$ cat config.mk
export PLATFORM = sky130hd
export DESIGN_NAME = spi_regmaster
export DESIGN_NICKNAME = d
export VERILOG_FILES = /design/src/rtl/spi_regmaster_pkg.sv /design/src/rtl/spi_tick_gen.sv /design/src/rtl/spi_shift_unit.sv /design/src/rtl/spi_regmaster.sv
export SDC_FILE = /design/constraint.sdc
export NUM_CORES = 1
export LEC_CHECK = 0
export ABC_CLOCK_PERIOD_IN_PS = 11700
export CAP_MARGIN = 10
export CORE_ASPECT_RATIO = 0.7
export CORE_UTILIZATION = 27
export DETAILED_ROUTE_END_ITERATION = 12
export DONT_BUFFER_PORTS = 1
export HOLD_SLACK_MARGIN = 0.08
export MAX_ROUTING_LAYER = met4
export PLACE_DENSITY_LB_ADDON = 0.15
export SYNTH_ARGS = -nofsm -noshare
export SYNTH_HDL_FRONTEND = slang
export SYNTH_SLANG_ARGS = --single-unit
$ cat constraint.sdc
create_clock -name clk -period 11.7 [get_ports clk]
set_input_delay 3.51 -clock clk [delete_from_list [all_inputs] [get_ports clk]]
set_output_delay 3.51 -clock clk [all_outputs]
set_load 0.01 [all_outputs]
$ cat src/rtl/spi_regmaster_pkg.sv
package spi_regmaster_pkg;

    localparam int DATA_BYTES = 4;

    typedef struct packed {
        logic       irq_en;
        logic       loopback;
        logic       manual;
        logic       lsb_first;
        logic       sample_fall;
        logic [1:0] len;
    } ctrl_t;

    function automatic int unsigned frame_bits(input logic [1:0] len);
        return (int'(len) + 1) * 8;
    endfunction

endpackage

$ cat src/rtl/spi_tick_gen.sv
module spi_tick_gen #(
    parameter int HALF_DIV = 4
) (
    input  logic clk,
    input  logic rst_n,
    input  logic en,
    output logic tick
);
    localparam int CW = (HALF_DIV > 1) ? $clog2(HALF_DIV) : 1;

    logic [CW-1:0] cnt_d, cnt_q;

    always_comb begin
        cnt_d = cnt_q;
        tick  = 1'b0;
        if (!en) begin
            cnt_d = '0;
        end else if (cnt_q == CW'(HALF_DIV - 1)) begin
            tick  = 1'b1;
            cnt_d = '0;
        end else begin
            cnt_d = cnt_q + 1'b1;
        end
    end

    always_ff @(posedge clk or negedge rst_n) begin
        if (!rst_n) cnt_q <= '0;
        else        cnt_q <= cnt_d;
    end

    assert_tick_needs_en_R11: assert property (@(posedge clk) disable iff (!rst_n)
        tick |-> en);

endmodule

$ cat src/rtl/spi_shift_unit.sv
module spi_shift_unit #(
    parameter int W = 32
) (
    input  logic [W-1:0] data_i,
    input  logic [1:0]   len_i,
    input  logic         lsb_first_i,
    input  logic         rx_bit_i,
    output logic         tx_bit_o,
    output logic [W-1:0] shifted_o
);
    import spi_regmaster_pkg::*;

    localparam int IW = $clog2(W);

    int unsigned    nb;
    logic [IW-1:0]  top_idx;
    logic [W-1:0]   mask;
    logic [W-1:0]   keep;

    always_comb begin
        nb      = frame_bits(len_i);
        top_idx = IW'(nb - 1);
        mask    = {W{1'b1}} >> (W - nb);
        keep    = data_i & ~mask;
        if (lsb_first_i) begin
            tx_bit_o  = data_i[0];
            shifted_o = keep | ((data_i & mask) >> 1) | (W'(rx_bit_i) << top_idx);
        end else begin
            tx_bit_o  = data_i[top_idx];
            shifted_o = keep | (((data_i << 1) | W'(rx_bit_i)) & mask);
        end
    end

endmodule

$ cat src/rtl/spi_regmaster.sv
module spi_regmaster
    import spi_regmaster_pkg::*;
#(
    parameter int NUM_SS   = 4,
    parameter int HALF_DIV = 4
) (
    input  logic              clk,
    input  logic              rst_n,
    input  logic [2:0]        reg_addr,
    input  logic              reg_we,
    input  logic [7:0]        reg_wdata,
    output logic [7:0]        reg_rdata,
    output logic              spi_sclk,
    output logic              spi_mosi,
    input  logic              spi_miso,
    output logic [NUM_SS-1:0] spi_ss_n,
    output logic              irq
);
    localparam int W   = 8 * DATA_BYTES;
    localparam int SSW = (NUM_SS > 1) ? $clog2(NUM_SS) : 1;
    localparam int ECW = $clog2(2 * W + 1);

    typedef struct packed {
        logic [W-1:0]   data;
        ctrl_t          ctrl;
        logic [SSW-1:0] sel;
        logic           man_ss;
        logic           busy;
        logic           sclk;
        logic           rx_bit;
        logic [ECW-1:0] edge_cnt;
        logic           irq;
    } state_t;

    state_t s_d, s_q;

    logic         tick;
    logic         tx_bit;
    logic [W-1:0] shifted;
    logic         rx_in;
    logic         even_edge;

    spi_tick_gen #(.HALF_DIV(HALF_DIV)) u_tick (
        .clk  (clk),
        .rst_n(rst_n),
        .en   (s_q.busy),
        .tick (tick)
    );

    spi_shift_unit #(.W(W)) u_shift (
        .data_i     (s_q.data),
        .len_i      (s_q.ctrl.len),
        .lsb_first_i(s_q.ctrl.lsb_first),
        .rx_bit_i   (s_q.rx_bit),
        .tx_bit_o   (tx_bit),
        .shifted_o  (shifted)
    );

    always_comb begin
        s_d       = s_q;
        s_d.irq   = 1'b0;
        rx_in     = s_q.ctrl.loopback ? tx_bit : spi_miso;
        even_edge = ~s_q.edge_cnt[0];
        if (!s_q.busy) begin
            if (reg_we) begin
                case (reg_addr)
                    3'd0, 3'd1, 3'd2, 3'd3: begin
                        s_d.data[8*reg_addr[1:0] +: 8] = reg_wdata;
                        if (reg_addr == 3'd3) begin
                            s_d.busy     = 1'b1;
                            s_d.edge_cnt = '0;
                        end
                    end
                    3'd4: s_d.ctrl = ctrl_t'(reg_wdata[6:0]);
                    3'd5: begin
                        s_d.sel    = reg_wdata[SSW-1:0];
                        s_d.man_ss = reg_wdata[6];
                    end
                    default: ;
                endcase
            end
        end else if (tick) begin
            if (s_q.edge_cnt < ECW'(2 * frame_bits(s_q.ctrl.len))) begin
                s_d.sclk     = ~s_q.sclk;
                s_d.edge_cnt = s_q.edge_cnt + 1'b1;
                if (!s_q.ctrl.sample_fall) begin
                    if (even_edge) s_d.rx_bit = rx_in;
                    else           s_d.data   = shifted;
                end else begin
                    if (!even_edge)                 s_d.rx_bit = rx_in;
                    else if (s_q.edge_cnt != '0)    s_d.data   = shifted;
                end
            end else begin
                if (s_q.ctrl.sample_fall) s_d.data = shifted;
                s_d.busy     = 1'b0;
                s_d.edge_cnt = '0;
                s_d.irq      = s_q.ctrl.irq_en;
            end
        end
    end

    always_ff @(posedge clk or negedge rst_n) begin
        if (!rst_n) s_q <= '0;
        else        s_q <= s_d;
    end

    always_comb begin
        reg_rdata = '0;
        case (reg_addr)
            3'd0, 3'd1, 3'd2, 3'd3: reg_rdata = s_q.data[8*reg_addr[1:0] +: 8];
            3'd4: reg_rdata = {1'b0, s_q.ctrl};
            3'd5: begin
                reg_rdata[7]       = s_q.busy;
                reg_rdata[6]       = s_q.man_ss;
                reg_rdata[SSW-1:0] = s_q.sel;
            end
            default: ;
        endcase
    end

    assign spi_sclk = s_q.sclk;
    assign spi_mosi = tx_bit;
    assign irq      = s_q.irq;

    for (genvar i = 0; i < NUM_SS; i++) begin : g_ss
        assign spi_ss_n[i] = ~((s_q.sel == SSW'(i)) &&
                               (s_q.ctrl.manual ? s_q.man_ss : s_q.busy));
    end

    assert_sclk_idle_low_R11: assert property (@(posedge clk) disable iff (!rst_n)
        !s_q.busy |-> !spi_sclk);

    assert_start_sets_busy_R2: assert property (@(posedge clk) disable iff (!rst_n)
        (!s_q.busy && reg_we && reg_addr == 3'd3) |=> s_q.busy);

    assert_single_select_R7: assert property (@(posedge clk) disable iff (!rst_n)
        $countones(~spi_ss_n) <= 1);

    assert_auto_release_R7: assert property (@(posedge clk) disable iff (!rst_n)
        (!s_q.ctrl.manual && !s_q.busy) |-> (&spi_ss_n));

    assert_ctrl_frozen_R10: assert property (@(posedge clk) disable iff (!rst_n)
        s_q.busy |=> $stable(s_q.ctrl));

    assert_irq_at_end_R12: assert property (@(posedge clk) disable iff (!rst_n)
        irq |-> ($past(s_q.busy) && !s_q.busy));

endmodule

==> impl_results.md <==
* Final Max Tran Viols at 0
* Worst-path cell chain: inv_1, ha_1, nor4_1, nor2_1, a32o_1
* Synth cell types at 57
* Synthesis-to-finish area growth at 8.770%
* # nets final at about 360
* CP required at a little over 8 ns
* H-tree depth at 2
* Peak supply drop at 0.07902 mV
* Flops & latches, synth at 55
* Critical Setup Path Class: in -> out
* Met1 Usage GRT at about a quarter
* Post-CTS Resized at 0
* HPWL Detailed at 8.109 mm
* Critical Path Stages at 5
* CP max stage cell: nor4_1
* IO Port Bufs at 0
* Setup Skew at approximately 0.012 ns
* Initial antenna violation count at 0
* # placed instances at 510
* DRT iter0 DRCs at 297
* Max-cap violations at 0
* Reg2Reg Depth at 9
* Crit path capture type: output port
* Main synth FF type: dfrtp_1
* EDFF count, synth at 0
* Finished Layout Cells at ~520
* First-pass GRT wire length at about 17 mm
* Slew at the pin closest to its max-slew limit at around 0.9 ns
* Max Clk Rate at between 0.1 and 0.15 GHz
* Routed len/inst at 21.05 um
* R2r setup slk at 7.92 ns
* Rows at 35
* Worst-path clk slew at 0.08 ns
* Syn Nets at 372
* Outcome: finished, final reports clean
* Vias in the first global route at ~2,700
* CTS Root Buffer Type: clkbuf_16
* TritonCTS clock tree: built
* Routed wire length at between 10 and 15 mm
* Power Dens Cells at 208.8 nW/um^2
* Skew-Pair Late Insertion Delay at roughly 0.30 ns
* Share of layout cells above drive strength 1 at approximately 12%
* Die height at a little under 100 um
* Vias post-DR at 2,678
* Busiest grt layer: met1
* Met3 usage at under 10%
* Worst path max stage delay at between 0.5 and 0.6 ns
* Syn Inst Count at ~340
* Post-route setup TNS at 0 ns
* Placed Area at around 3800 um^2
* Crit-path leading delay family: simple AND/OR/NAND/NOR gates
* Final Hold Fails at 0
* Overflow after GRT at 0
* Pin count of the biggest net entering global routing at 56
* Boundary pin count at 30
* Diode count at 0
* Register area share after synthesis at 37.68%
* Die area at between 10,000 and 15,000 um^2
* Slew margin rel. at roughly 41%
* Drt first pass iters at 4
* Clock Sink Count at 55
* Hold WC Path Type: reg -> reg
* GRT Total Usage at 17.07%
* Critical path origin: reg_addr[1]
* RSZ-0062 raised after global routing: false
* Bufs and invs on worst path at 1
* Core footprint at between 10,000 and 15,000 um^2
* Syn avg cell area at approximately 11 um^2
* Leak at 1.683 nW
* R2r startpoint: s_q[14]
* Antenna viol nets, final at 0
* Startpoint Class: primary input
* Setup-failing EPs final at 0
* WHS Path Cells at 1
* Asr flop ratio synth at between 90% and 100%
* Total CTS buffers at 5
* Drt drc at 0
* Crit share post-route at about three quarters
* Design area at between 3000 and 4000 um^2
* Worst setup path endpoint: reg_rdata[7]
* CP Data Arrival Time at 5.05 ns
* DR vias/cell at a little over 5
* Yosys warning count at 0
* Crit path max fanout at 13
* CTS max path bufs at 2
* Postcts setup bufs at 0
* # fillers at approximately 1,400
* Hold-fix buffers at CTS at 0
* Starting density of the core at roughly 28%
* Grt met2 use at about 22%
* Die width at 141.0 um
* Gpl congestion at 0.8253
* Synth Cell Area at approximately 3700 um^2
* Post-route minimum period at 8.560 ns
worst register-to-register path: stages, from the launching register on:
cell and delay [ns]:
dfrtp_1 0.65, inv_1 0.12, ha_1 0.49, inv_1 0.16, ha_1 0.30, o211ai_1 0.12, and3b_1 0.23, o41ai_4 0.83
a211o_1 0.39, mux2_1 0.36
routing by layer:
metal	routed length [um]	vias up
li1	-	1261
met1	5841	1333
met2	4188	77
met3	771	7
met4	102	0
met5	0	-
layout by cell type (no fill, tap or decap), types with 7 or more instances in the layout:
cell type,n
dfrtp_1,55
ha_1,14
inv_1,12
mux2_1,18
mux2_2,12
mux2i_1,26
mux4_2,9
nand2_1,35
nor2_1,18
o21ai_0,26
o21ai_1,8
o2bb2ai_1,7
cells by family (layout without fill, tap and decap cells):
group,count (synthesis),count (layout),synth area share (%)
multiplexers,71,71,24.39
AND/OR/NAND/NOR,84,84,11.41
AO/OA/AOI/OAI,80,80,16.20
adder cells (fa/ha/maj),14,14,4.796
buffers and inverters,31,21,3.597
flip-flops,55,55,37.68
XOR/XNOR,8,8,1.919
cell type report:
cell class	instances	area [um^2]	area share (%)
multi-input cells	257	2145	53.98
flip-flops and latches	55	1376	34.65
clock buffers	6	128.9	3.244
repair buffers	1	7.507	0.1890
inverters	12	45.04	1.134
well taps	185	231.5	5.827
clock inverters	2	38.79	0.9764
worst min-delay path by stage:
stage	startpoint	endpoint
6_report	u_tick.cnt_q[0]	u_tick.cnt_q[0]
5_1_grt	u_tick.cnt_q[0]	u_tick.cnt_q[0]
4_1_cts	u_tick.cnt_q[0]	u_tick.cnt_q[0]
3_5_place_dp	u_tick.cnt_q[0]	u_tick.cnt_q[0]
3_3_place_gp	u_tick.cnt_q[0]	u_tick.cnt_q[0]
2_1_floorplan	u_tick.cnt_q[0]	u_tick.cnt_q[0]
synth_stat cells (all sizes together) (2+ instances only):
master	count	share of area [%]
clkbuf	11	1.1
a32oi	6	1.4
nor2	19	2.0
xnor2	3	0.72
mux4	9	5.5
nand2b	5	0.86
ha	14	4.8
a21oi	5	0.69
dfrtp	55	38
a211o	2	0.48
o21ai	34	4.7
mux2	36	12
and3	2	0.34
a211oi	3	0.96
buf	8	1.2
a22o	4	0.96
o2bb2ai	7	1.7
nor4	3	0.69
mux2i	26	7.1
a222oi	6	1.6
inv	12	1.2
a31oi	2	0.34
a32o	2	0.55
o31ai	2	0.79
and2	3	0.51
nand3	3	0.41
nor3	2	0.27
nand4	2	0.34
nand2	35	3.6
xor2	5	1.2
per-stage QoR:
stage	setup slack (ns)	hold slack [ns]	power, W	util (%)
after floorplan	3.032	0.4085	0.0005627	-
after global placement	3.192	0.4229	0.0006523	28.87
after detailed placement	3.145	0.4284	0.0006520	28.87
after CTS	3.138	0.4427	0.0008330	30.14
after global routing	3.068	0.4836	0.0008830	30.14
final	3.140	0.4411	0.0008294	30.14
power by group:
group / internal [W] / total (W) / switching, W
combinational: 0.000137 / 0.000327 / 0.000190
clock: 0.000102 / 0.000178 / 0.0000756
sequential: 0.000241 / 0.000325 / 0.0000836
Note: power is estimated with default switching activity, not from simulation.
